<file path="config.mk">
export PLATFORM = sky130hd
export DESIGN_NAME = pll_div_search
export DESIGN_NICKNAME = d
export VERILOG_FILES = /design/src/rtl/pll_search_pkg.sv /design/src/rtl/pll_cand_walker.sv /design/src/rtl/pll_cand_screen.sv /design/src/rtl/pll_restore_div.sv /design/src/rtl/pll_div_search.sv
export SDC_FILE = /design/constraint.sdc
export NUM_CORES = 2
export LEC_CHECK = 0
export BUFFER_PORTS_ARGS = -buffer_cell sky130_fd_sc_hd__buf_2
export CORE_UTILIZATION = 25
export CTS_CLUSTER_DIAMETER = 80
export DETAILED_ROUTE_END_ITERATION = 7
export SLEW_MARGIN = 20
export SYNTH_ARGS = -nofsm -noshare
export SYNTH_HDL_FRONTEND = slang
export SYNTH_SLANG_ARGS = --single-unit
</file>
<file path="constraint.sdc">
create_clock -name clk -period 37.1 [get_ports clk]
set_input_delay 1.855 -clock clk [delete_from_list [all_inputs] [get_ports clk]]
set_output_delay 1.855 -clock clk [all_outputs]
set_load 0.02 [all_outputs]
</file>
<file path="src/rtl/pll_search_pkg.sv">
package pll_search_pkg;

  localparam int NW  = 4;
  localparam int M1W = 5;
  localparam int M2W = 4;
  localparam int P1W = 4;
  localparam int P2W = 4;

  typedef struct packed {
    logic [NW-1:0]  n;
    logic [M1W-1:0] m1;
    logic [M2W-1:0] m2;
    logic [P1W-1:0] p1;
  } cand_t;

  typedef enum logic [1:0] {S_IDLE, S_SCREEN, S_DIV, S_FIN} phase_t;

  function automatic logic [63:0] comb_m(cand_t c);
    return 64'd5 * (64'(c.m1) + 64'd2) + (64'(c.m2) + 64'd2);
  endfunction

  function automatic logic [63:0] comb_p(cand_t c, logic [63:0] p2);
    return 64'(c.p1) * p2;
  endfunction

  function automatic logic [63:0] ref_div(cand_t c);
    return 64'(c.n) + 64'd2;
  endfunction

  function automatic logic in_rng(logic [63:0] v, logic [63:0] lo, logic [63:0] hi);
    return (v >= lo) && (v <= hi);
  endfunction

endpackage

</file>
<file path="src/rtl/pll_cand_walker.sv">
module pll_cand_walker
  import pll_search_pkg::*;
#(
  parameter int N_MIN  = 3,
  parameter int N_MAX  = 8,
  parameter int M1_MIN = 10,
  parameter int M1_MAX = 20,
  parameter int M2_MIN = 5,
  parameter int M2_MAX = 9,
  parameter int P1_MIN = 1,
  parameter int P1_MAX = 8
)(
  input  logic  clk,
  input  logic  rst_n,
  input  logic  load,
  input  logic  step,
  output cand_t cand,
  output logic  last
);
  localparam logic [NW-1:0]  NMIN_L  = NW'(N_MIN);
  localparam logic [NW-1:0]  NMAX_L  = NW'(N_MAX);
  localparam logic [M1W-1:0] M1MIN_L = M1W'(M1_MIN);
  localparam logic [M1W-1:0] M1MAX_L = M1W'(M1_MAX);
  localparam logic [M2W-1:0] M2MIN_L = M2W'(M2_MIN);
  localparam logic [M2W-1:0] M2MAX_L = M2W'(M2_MAX);
  localparam logic [P1W-1:0] P1MIN_L = P1W'(P1_MIN);
  localparam logic [P1W-1:0] P1MAX_L = P1W'(P1_MAX);

  localparam cand_t FIRST = '{n: NMIN_L, m1: M1MAX_L, m2: M2MAX_L, p1: P1MAX_L};
  localparam cand_t FINAL = '{n: NMAX_L, m1: M1MIN_L, m2: M2MIN_L, p1: P1MIN_L};

  assign last = (cand == FINAL);

  // innermost digit is P1 (falling), then M2 (falling), M1 (falling), N (rising)
  always_ff @(posedge clk) begin
    if (!rst_n || load) begin
      cand <= FIRST;
    end else if (step) begin
      if (cand.p1 > P1MIN_L) begin
        cand.p1 <= cand.p1 - 1'b1;
      end else begin
        cand.p1 <= P1MAX_L;
        if (cand.m2 > M2MIN_L) begin
          cand.m2 <= cand.m2 - 1'b1;
        end else begin
          cand.m2 <= M2MAX_L;
          if (cand.m1 > M1MIN_L) begin
            cand.m1 <= cand.m1 - 1'b1;
          end else begin
            cand.m1 <= M1MAX_L;
            cand.n  <= cand.n + 1'b1;
          end
        end
      end
    end
  end
endmodule

</file>
<file path="src/rtl/pll_cand_screen.sv">
module pll_cand_screen
  import pll_search_pkg::*;
#(
  parameter int REF_W  = 32,
  parameter int TGT_W  = 32,
  parameter int XW     = 39,
  parameter int DW     = 10,
  parameter int N_MIN  = 3,
  parameter int N_MAX  = 8,
  parameter int M1_MIN = 10,
  parameter int M1_MAX = 20,
  parameter int M2_MIN = 5,
  parameter int M2_MAX = 9,
  parameter int P1_MIN = 1,
  parameter int P1_MAX = 8,
  parameter int P2_FIX = 10,
  parameter int M_MIN  = 70,
  parameter int M_MAX  = 120,
  parameter int P_MIN  = 5,
  parameter int P_MAX  = 80,
  parameter logic [63:0] DOT_MIN = 64'd20_000_000,
  parameter logic [63:0] DOT_MAX = 64'd400_000_000,
  parameter logic [63:0] VCO_MIN = 64'd1_400_000_000,
  parameter logic [63:0] VCO_MAX = 64'd2_800_000_000
)(
  input  cand_t             cand,
  input  logic [REF_W-1:0]  ref_hz,
  input  logic [TGT_W-1:0]  tgt_hz,
  output logic              fits,
  output logic              below,
  output logic [XW-1:0]     dividend,
  output logic [DW-1:0]     divisor
);
  logic [63:0] m_w, p_w, nd_w, x_w, d_w;
  logic        field_ok, derived_ok, vco_ok, dot_ok;

  always_comb begin
    m_w  = comb_m(cand);
    p_w  = comb_p(cand, 64'(P2_FIX));
    nd_w = ref_div(cand);
    x_w  = 64'(ref_hz) * m_w;
    d_w  = nd_w * p_w;
    field_ok = in_rng(64'(cand.n),  64'(N_MIN),  64'(N_MAX))  &&
               in_rng(64'(cand.m1), 64'(M1_MIN), 64'(M1_MAX)) &&
               in_rng(64'(cand.m2), 64'(M2_MIN), 64'(M2_MAX)) &&
               in_rng(64'(cand.p1), 64'(P1_MIN), 64'(P1_MAX)) &&
               (64'(cand.m1) > 64'(cand.m2));
    derived_ok = in_rng(m_w, 64'(M_MIN), 64'(M_MAX)) &&
                 in_rng(p_w, 64'(P_MIN), 64'(P_MAX));
    // floor(x/q) in [lo,hi]  <=>  lo*q <= x < (hi+1)*q
    vco_ok = (x_w >= VCO_MIN * nd_w) && (x_w < (VCO_MAX + 64'd1) * nd_w);
    dot_ok = (x_w >= DOT_MIN * d_w)  && (x_w < (DOT_MAX + 64'd1) * d_w);
    fits   = field_ok && derived_ok && vco_ok && dot_ok;
    below  = x_w < 64'(tgt_hz) * d_w;
    dividend = x_w[XW-1:0];
    divisor  = d_w[DW-1:0];
  end
endmodule

</file>
<file path="src/rtl/pll_restore_div.sv">
module pll_restore_div #(
  parameter int WN = 39,
  parameter int WS = 10
)(
  input  logic          clk,
  input  logic          rst_n,
  input  logic          go,
  input  logic [WN-1:0] dividend,
  input  logic [WS-1:0] divisor,
  output logic          busy,
  output logic          fin,
  output logic [WN-1:0] quot
);
  localparam int CW = $clog2(WN + 1);

  logic [WS-1:0] rem_q, dvs_q;
  logic [WN-1:0] acc_q;
  logic [CW-1:0] cnt_q;
  logic [WS:0]   rem_sh, rem_sub;
  logic          ge;

  assign rem_sh  = {rem_q, acc_q[WN-1]};
  assign rem_sub = rem_sh - {1'b0, dvs_q};
  assign ge      = rem_sh >= {1'b0, dvs_q};
  assign quot    = acc_q;

  always_ff @(posedge clk) begin
    if (!rst_n) begin
      rem_q <= '0;
      dvs_q <= '0;
      acc_q <= '0;
      cnt_q <= '0;
      busy  <= 1'b0;
      fin   <= 1'b0;
    end else if (go && !busy) begin
      rem_q <= '0;
      dvs_q <= divisor;
      acc_q <= dividend;
      cnt_q <= CW'(WN);
      busy  <= 1'b1;
      fin   <= 1'b0;
    end else if (busy) begin
      rem_q <= ge ? rem_sub[WS-1:0] : rem_sh[WS-1:0];
      acc_q <= {acc_q[WN-2:0], ge};
      cnt_q <= cnt_q - 1'b1;
      busy  <= (cnt_q != CW'(1));
      fin   <= (cnt_q == CW'(1));
    end else begin
      fin   <= 1'b0;
    end
  end
endmodule

</file>
<file path="src/rtl/pll_div_search.sv">
module pll_div_search
  import pll_search_pkg::*;
#(
  parameter int REF_W  = 32,
  parameter int TGT_W  = 32,
  parameter int ERR_W  = 32,
  parameter int N_MIN  = 3,
  parameter int N_MAX  = 8,
  parameter int M1_MIN = 10,
  parameter int M1_MAX = 20,
  parameter int M2_MIN = 5,
  parameter int M2_MAX = 9,
  parameter int P1_MIN = 1,
  parameter int P1_MAX = 8,
  parameter int P2_FIX = 10,
  parameter int M_MIN  = 70,
  parameter int M_MAX  = 120,
  parameter int P_MIN  = 5,
  parameter int P_MAX  = 80,
  parameter logic [63:0] DOT_MIN = 64'd20_000_000,
  parameter logic [63:0] DOT_MAX = 64'd400_000_000,
  parameter logic [63:0] VCO_MIN = 64'd1_400_000_000,
  parameter logic [63:0] VCO_MAX = 64'd2_800_000_000
)(
  input  logic             clk,
  input  logic             rst_n,
  input  logic             start,
  input  logic [TGT_W-1:0] target_hz,
  input  logic [REF_W-1:0] ref_hz,
  output logic             done,
  output logic             valid,
  output logic [NW-1:0]    n_out,
  output logic [M1W-1:0]   m1_out,
  output logic [M2W-1:0]   m2_out,
  output logic [P1W-1:0]   p1_out,
  output logic [P2W-1:0]   p2_out
);
  localparam int MW = $clog2(5 * (M1_MAX + 2) + M2_MAX + 3);
  localparam int XW = REF_W + MW;
  localparam int DW = $clog2((N_MAX + 2) * P1_MAX * P2_FIX + 1);

  phase_t           st_q, st_d;
  logic [TGT_W-1:0] tgt_q;
  logic [REF_W-1:0] ref_q;
  cand_t            cand, best_q;
  logic [ERR_W-1:0] best_err_q;
  logic             found_q;

  // named events for the checker
  logic busy, load, step, last, fits, below, div_go, div_busy, div_fin;
  logic hit, improve, in_div;
  logic [XW-1:0] dividend, quot, diff;
  logic [DW-1:0] divisor;

  assign busy   = (st_q != S_IDLE);
  assign in_div = (st_q == S_DIV);
  assign load   = (st_q == S_IDLE) && start;
  assign div_go = (st_q == S_SCREEN) && fits && !below;
  assign diff   = quot - XW'(tgt_q);
  assign hit    = in_div && div_fin && (quot == XW'(tgt_q));
  assign improve = in_div && div_fin && !hit && (quot > XW'(tgt_q)) &&
                   (diff < XW'(best_err_q));
  assign step   = ((st_q == S_SCREEN) && !div_go && !last) ||
                  (in_div && div_fin && !hit && !last);

  pll_cand_walker #(
    .N_MIN(N_MIN), .N_MAX(N_MAX), .M1_MIN(M1_MIN), .M1_MAX(M1_MAX),
    .M2_MIN(M2_MIN), .M2_MAX(M2_MAX), .P1_MIN(P1_MIN), .P1_MAX(P1_MAX)
  ) u_walk (
    .clk(clk), .rst_n(rst_n), .load(load), .step(step), .cand(cand), .last(last)
  );

  pll_cand_screen #(
    .REF_W(REF_W), .TGT_W(TGT_W), .XW(XW), .DW(DW),
    .N_MIN(N_MIN), .N_MAX(N_MAX), .M1_MIN(M1_MIN), .M1_MAX(M1_MAX),
    .M2_MIN(M2_MIN), .M2_MAX(M2_MAX), .P1_MIN(P1_MIN), .P1_MAX(P1_MAX),
    .P2_FIX(P2_FIX), .M_MIN(M_MIN), .M_MAX(M_MAX), .P_MIN(P_MIN), .P_MAX(P_MAX),
    .DOT_MIN(DOT_MIN), .DOT_MAX(DOT_MAX), .VCO_MIN(VCO_MIN), .VCO_MAX(VCO_MAX)
  ) u_screen (
    .cand(cand), .ref_hz(ref_q), .tgt_hz(tgt_q), .fits(fits), .below(below),
    .dividend(dividend), .divisor(divisor)
  );

  pll_restore_div #(.WN(XW), .WS(DW)) u_div (
    .clk(clk), .rst_n(rst_n), .go(div_go), .dividend(dividend), .divisor(divisor),
    .busy(div_busy), .fin(div_fin), .quot(quot)
  );

  always_comb begin
    st_d = st_q;
    case (st_q)
      S_IDLE:   if (start) st_d = S_SCREEN;
      S_SCREEN: if (div_go) st_d = S_DIV;
                else if (last) st_d = S_FIN;
      S_DIV:    if (div_fin) begin
                  if (hit || last) st_d = S_FIN;
                  else             st_d = S_SCREEN;
                end
      default:  st_d = S_IDLE;
    endcase
  end

  always_ff @(posedge clk) begin
    if (!rst_n) begin
      st_q       <= S_IDLE;
      tgt_q      <= '0;
      ref_q      <= '0;
      best_q     <= '0;
      best_err_q <= '1;
      found_q    <= 1'b0;
      done       <= 1'b0;
      valid      <= 1'b0;
      n_out      <= '0;
      m1_out     <= '0;
      m2_out     <= '0;
      p1_out     <= '0;
    end else begin
      st_q <= st_d;
      done <= (st_q == S_FIN);
      if (load) begin
        tgt_q      <= target_hz;
        ref_q      <= ref_hz;
        best_err_q <= '1;
        found_q    <= 1'b0;
      end
      if (hit) begin
        best_q  <= cand;
        found_q <= 1'b1;
      end else if (improve) begin
        best_q     <= cand;
        best_err_q <= diff[ERR_W-1:0];
        found_q    <= 1'b1;
      end
      if (st_q == S_FIN) begin
        valid  <= found_q;
        n_out  <= best_q.n;
        m1_out <= best_q.m1;
        m2_out <= best_q.m2;
        p1_out <= best_q.p1;
      end
    end
  end

  assign p2_out = P2W'(P2_FIX);
endmodule

</file>
=== After elaboration in Yosys (flattened, before gate mapping) ===
Index checks and enable logic that the tools add are counted.

* Flip-flop bits (word level): 218
* Input bits: 67
* Output and inout port bits: 23

* Add/subtract/negate cells: 11
* Multipliers: 9
* $lt $le $gt $ge: 24
* Equal/unequal tests: 10
* Multiplexer cells: 24
* Bitwise gates (word level): 5
* Reductions and logical operators: 47

{| class="wikitable"
|+ Operators with widths
! operator !! count
|-
| 64-bit less-than comparator || 3
|-
| 64-bit >= comparator || 2
|-
| 32-bit 2-to-1 mux || 3
|-
| 39-bit 2-to-1 mux || 2
|-
| 64-bit adder || 1
|-
| 64-bit by 7-bit >= comparator with 1-bit output (second input constant) || 1
|-
| 64-bit by 7-bit <= comparator with 1-bit output (second input constant) || 1
|-
| 22-bit by 64-bit multiplier with 55-bit output (first input constant) || 1
|-
| 3-bit by 64-bit multiplier with 64-bit output (first input constant) || 1
|-
| 32-bit by 64-bit multiplier with 64-bit output || 1
|-
| 32-bit by 64-bit multiplier with 64-bit output (first input constant) || 1
|-
| 64-bit by 7-bit multiplier with 63-bit output || 1
|-
| 17-bit by 63-bit multiplier with 55-bit output (first input constant) || 1
|-
| 29-bit by 63-bit multiplier with 63-bit output (first input constant) || 1
|-
| 32-bit by 63-bit multiplier with 63-bit output || 1
|-
| 39-bit by 32-bit equality test with 1-bit output || 1
|-
| 39-bit by 32-bit greater-than comparator with 1-bit output || 1
|-
| 39-bit by 32-bit less-than comparator with 1-bit output || 1
|-
| 39-bit by 32-bit subtractor with 39-bit output || 1
|-
| 17-bit 2-to-1 mux || 2
|-
| 1-bit logical AND || 28
|-
| 17-bit equality test (second input constant) || 1
|-
| 4-bit <= comparator (second input constant) || 3
|-
| 6-bit 2-to-1 mux || 2
|-
| other kinds (44) || 69
|}

=== Longest topological paths before layout ===
* Depth after elaboration: 16
* Gate-level depth with buffers: 63
* Mapped depth without buffers: 59

=== Hierarchy ===
From an unflattened synthesis, not the netlist that was laid out.

* Cell total of the unflattened synthesis: 5786
* Area total of the unflattened synthesis: 48266.3 sq um

{| class="wikitable"
|+ Modules (own cells, without submodules)
! module !! instances !! cells each !! area each (sq um) !! seq. area each (sq um)
|-
| pll_cand_screen || 1 || 4133 || 35343.9 || 0.0
|-
| pll_div_search || 1 || 1122 || 8396.8 || 2702.6
|-
| pll_restore_div || 1 || 418 || 3560.9 || 1341.3
|-
| pll_cand_walker || 1 || 113 || 964.7 || 340.3
|}

=== Least setup slack after synthesis ===
OpenSTA, ideal clock, no wires.

* Kind: register to register
* Start: reg u_walk.cand[15] (netlist name)
* End: reg u_walk.cand[12] (netlist name)
* Arrival time: 13.363 ns
* Required time: 36.986 ns
* Slack: 23.623 ns
* Stages on the path, launching flop included: 50
* Clock period less this slack: 13.477 ns
* Cell sequence: dfxtp_1 ha_1 xor2_1 nand2_1 fa_1 fa_1 fa_1 inv_1 ha_1 a21oi_1 o21bai_1 a21oi_1 o21bai_1 a21oi_1 o21bai_1 a21oi_1 xor2_1 clkbuf_1 [14 not listed] a2111oi_0 nor3_1 or2_1 xnor2_1 ha_1 a21oi_1 o21ai_0 a211oi_1 o311ai_0 a21o_1 a21oi_1 nor4_1 o2111ai_1 a211oi_1 o21ai_1 clkbuf_1 nand4_1 a21bo_1

* Word-level cells in the longest chain between the ends: 16
* Elaborated cells on any way between the ends: 35
* Classes of those cells: add/sub: 1; mul: 6; order compare: 7; eq/ne: 1; reduce/logical: 20

{| class="wikitable"
|+ RTL lines
! element !! RTL line !! RTL
|-
| branches (longest 14 deep; another with 64-bit by 7-bit multiplier with 63-bit output) || n/a ||
|-
| 1-bit logical OR * || pll_div_search.sv:63 || <nowiki>assign step = ((st_q == S_SCREEN) && !div_go && !last) ||</nowiki>
|-
| 3-bit AND reduction (no source line) * || n/a ||
|}

Every way passes the cells marked *.
A chain may end at the register's enable or synchronous reset.

=== Worst setup path after layout ===
* Start: reg u_walk.cand[14] (netlist name)
* End: reg u_div.dvs_q[2]

* Word-level cells in the longest chain between the ends: 12
* Elaborated cells on any way between the ends: 28
* Classes of those cells: add/sub: 1; mul: 6; order compare: 7; reduce/logical: 14

{| class="wikitable"
|+ RTL lines
! element !! RTL line !! RTL
|-
| branches (longest 12 deep; another with 64-bit by 7-bit multiplier with 63-bit output) || n/a ||
|-
| to (signal assigned) || pll_restore_div.sv:37 || <nowiki>dvs_q <= divisor;</nowiki>
|-
| to (decl) || pll_restore_div.sv:16 || <nowiki>logic [WS-1:0] rem_q, dvs_q;</nowiki>
|}

Several ways; the timed one is not identified.

==> flow_summary.yaml <==
outcome:
  status: "complete, but fails checks"
  violations: "design-rule violations"
timing:
  tns_ps: 0
  fmax_mhz: 60.0
  slew_violations: 0
  slew-limit-headroom_pct: 23.0
  tightest_slew_ps: 1150
  fin_crit_ps: 16680
  hold_viol: 0
  setup_violations: 0
  rsz0062_at_grt: "false"
  clock_skew_ps: 29.3
  fin_crit_sh_pct: 45.0
detailed_routing:
  drt_iter0_drc: 2860
  drt-met1-wl_um: 76800
  viasPerCell: 4.76
  ant_nets: 0
  drtPass1Iterations: 8
  wl_per_cell_um: 18.1
  route.met2.wl_um: 80700
  vias: 45500
  met3_length_um: 7700
  drt_wl_total_um: 173000
  top_layer: "met4"
  drcViolationCount: 1
die:
  die_x_um: 475
  io_pins: 90
  start_util_pct: 25.2
  num_rows: 173
  die_area_mm2: 0.225
  die-height_um: 475
  core_mm2: 0.222
power:
  p_leak_nw: 31.4
  peakVddDrop_mv: 0.236
  p_per_area_mw_per_mm2: 89.6
  totalPowerFinal_w: 0.00546
worst_setup_path:
  path_class: "register to register"
  end_kind: "register"
  cp_slowest_cell: "ha_1"
  arrival_ps: 17170
  r2r_end: "u_div.dvs_q[2]"
  r2r_cells: 55
  r2r-start: "u_walk.cand[14]"
  r2r_slack_ps: 20420
  critPathMaxFanout: 31
  crit_required_ps: 37590
  start_kind: "register"
  max_stage_delay_ps: 770
  cpMostUsedCell: "fa_1"
clocking:
  clock_sinks: 218
  cts.repair.resized: 0
  cts_max_path_buffers: 3
  clkTransAtPathRegs_ps: 70
  cts_hold_buf: 0
  cts_tree: "built"
  clk-insertion-delay-late_ps: 640
  cts_setup_buffers: 0
  cts_buffers: 28
  cts-root-buf: "clkbuf_16"
  htree_levels: 1
logic_synthesis:
  synth-edff-count: 0
  yosysMostFrequentCell: "ha_1"
  synth_seq_area_share_pct: 7.81
  synth.distinct_cells: 84
  syn_area_mm2: 0.0559
  ys_ff_latch: 218
  syn_inst: 6611
  ys.flop_type: "dfxtp_1"
  syn_area_per_cell_um2: 8.45
  synth-async-reset-ratio_pct: 0
  synth_top_area_share_pct: 26.6
  synth_common_cells: "ha_1 (1187), inv_1 (1183), fa_1 (717)"
  synthTopCellsByArea: "ha_1 (27%), fa_1 (26%), inv_1 (7.9%), dfxtp_1 (7.8%), nand2_1 (4.8%)"
  yosys.area.top_type: "ha_1"
  yosys_warnings: 0
run:
  max_cap_viol_count: 0
hold_path:
  hold_end: "m2_out[0]"
  worst_hold_startpoint: "m2_out[0]"
  hold_class: "register to register"
  holdPathStages: 2
global_route:
  grt_pass1_vias: 47100
  grt_overflow_total: 0
  grt_use_total_pct: 15.4
  grt_max_degree: 89
  grt_antenna_before_repair: 3
  grt_pass1_wl_um: 271000
layout:
  area_growth_pct: 9.05
  regArea_mm2: 0.00436
  fin_util_pct: 27.4
  multi_input_area_mm2: 0.0463
  n_fill_cell: 23900
  final_layout_size_suffix_gt1_share_pct: 4.16
  nNetsFinal: 8530
placed_design:
  place_congestion: 0.947
  dp_hpwl_um: 140000
  portBuffers: 85
## critical path: cells and delay by family, from the launching register on
| family | cells | cell delay [ps] |
|---|---|---|
| flops | 1 | 650 |
| buf+inv | 11 | 2510 |
| fa+ha+maj | 15 | 7200 |
| xor+xnor | 2 | 330 |
| mux | 1 | 240 |
| compound gates | 18 | 3770 |
| simple gates | 8 | 1730 |
## cell usage in the layout (no fill, tap or decap), drive strengths merged, types with 12 or more instances in the layout
cell        n
xnor2     117
o31ai      19
nand2     713
a211oi     33
o211ai     36
fa        717
a2111oi    12
o21bai     28
o21a       49
nand4      87
buf       160
o21ai     185
a31oi      33
mux2i      49
a211o      13
ha       1187
clkbuf     31
and3       29
xor2       81
clkinv     28
and2      104
nor2b      65
inv      1189
a21oi     407
and4       13
nand3      98
nor2      406
nor3       82
o32a       13
nor3b      13
a21o      126
nand2b     57
dfxtp     218
nor4       17
## layout make-up
class | count | area share [%]
Clock buffer | 31 | 1.20
Tap cell | 2975 | 6.11
Inverter | 1203 | 7.42
Sequential cell | 218 | 7.16
Clock inverter | 20 | 0.483
Multi-Input combinational cell | 4948 | 76.0
Antenna cell | 1 | 0.00411
Timing Repair Buffer | 160 | 1.62
## cells by family (layout without fill, tap and decap cells)
kind of cell	Yosys count	count (layout)	synth area share, %
adder cells (fa/ha/maj)	1904	1904	52.3
AND/OR/NAND/NOR	1734	1734	14.2
buffers and inverters	1448	1414	9.81
AO/OA/AOI/OAI	1056	1056	11.9
flip-flops	218	218	7.81
XOR/XNOR	198	198	3.10
multiplexers	51	51	0.918
other	2	6	0.0134
## flip-flops by register name, summed over array words and instances (netlist names), 2 cells and up
register / cells
best_err_q: 32
best_q: 17
m1_out: 5
m2_out: 4
n_out: 4
p1_out: 4
ref_q: 32
st_q: 2
tgt_q: 32
u_div.cnt_q: 6
u_div.dvs_q: 9
u_div.quot: 39
u_div.rem_q: 10
u_walk.cand: 17
## power breakdown
group | total, W | internal [W] | switching, W
logic | 0.00489 | 0.00196 | 0.00293
registers | 0.000261 | 0.000243 | 0.0000177
clock network | 0.000309 | 0.000180 | 0.000129
total | 0.00546 | 0.00238 | 0.00308
## worst max path at each step
stage | startpoint | end | slack (ps) | cells after the start
after CTS | u_walk.cand[14] | u_div.dvs_q[4] | 20320 | 55
after floorplan | u_walk.cand[15] | u_walk.cand[12] | 23620 | 49
final | u_walk.cand[14] | u_div.dvs_q[2] | 20420 | 55
after global routing | u_walk.cand[14] | u_div.dvs_q[4] | 19470 | 57
after detailed placement | u_walk.cand[14] | u_div.dvs_q[4] | 20340 | 55
after global placement | u_walk.cand[14] | u_div.dvs_q[7] | 20650 | 55
## per-layer routing
metal / track usage [%] / vias up
met5: 0 / -
met4: 5.94 / 0
met3: 1.33 / 305
met2: 26.1 / 1093
met1: 20.0 / 22500
li1: - / 21500
## through the flow
stage	hold slack (ps)	worst slack [ps]	instance area, um^2	instances
finish	451	20420	60900	9556
global route	463	19470	60900	9556
CTS	453	20320	60900	9555
floorplan	427	23620	55900	6614
detailed placement	444	20340	59900	9504
global placement	444	20650	59900	9504
No activity file was read; power rests on OpenSTA's default activity.
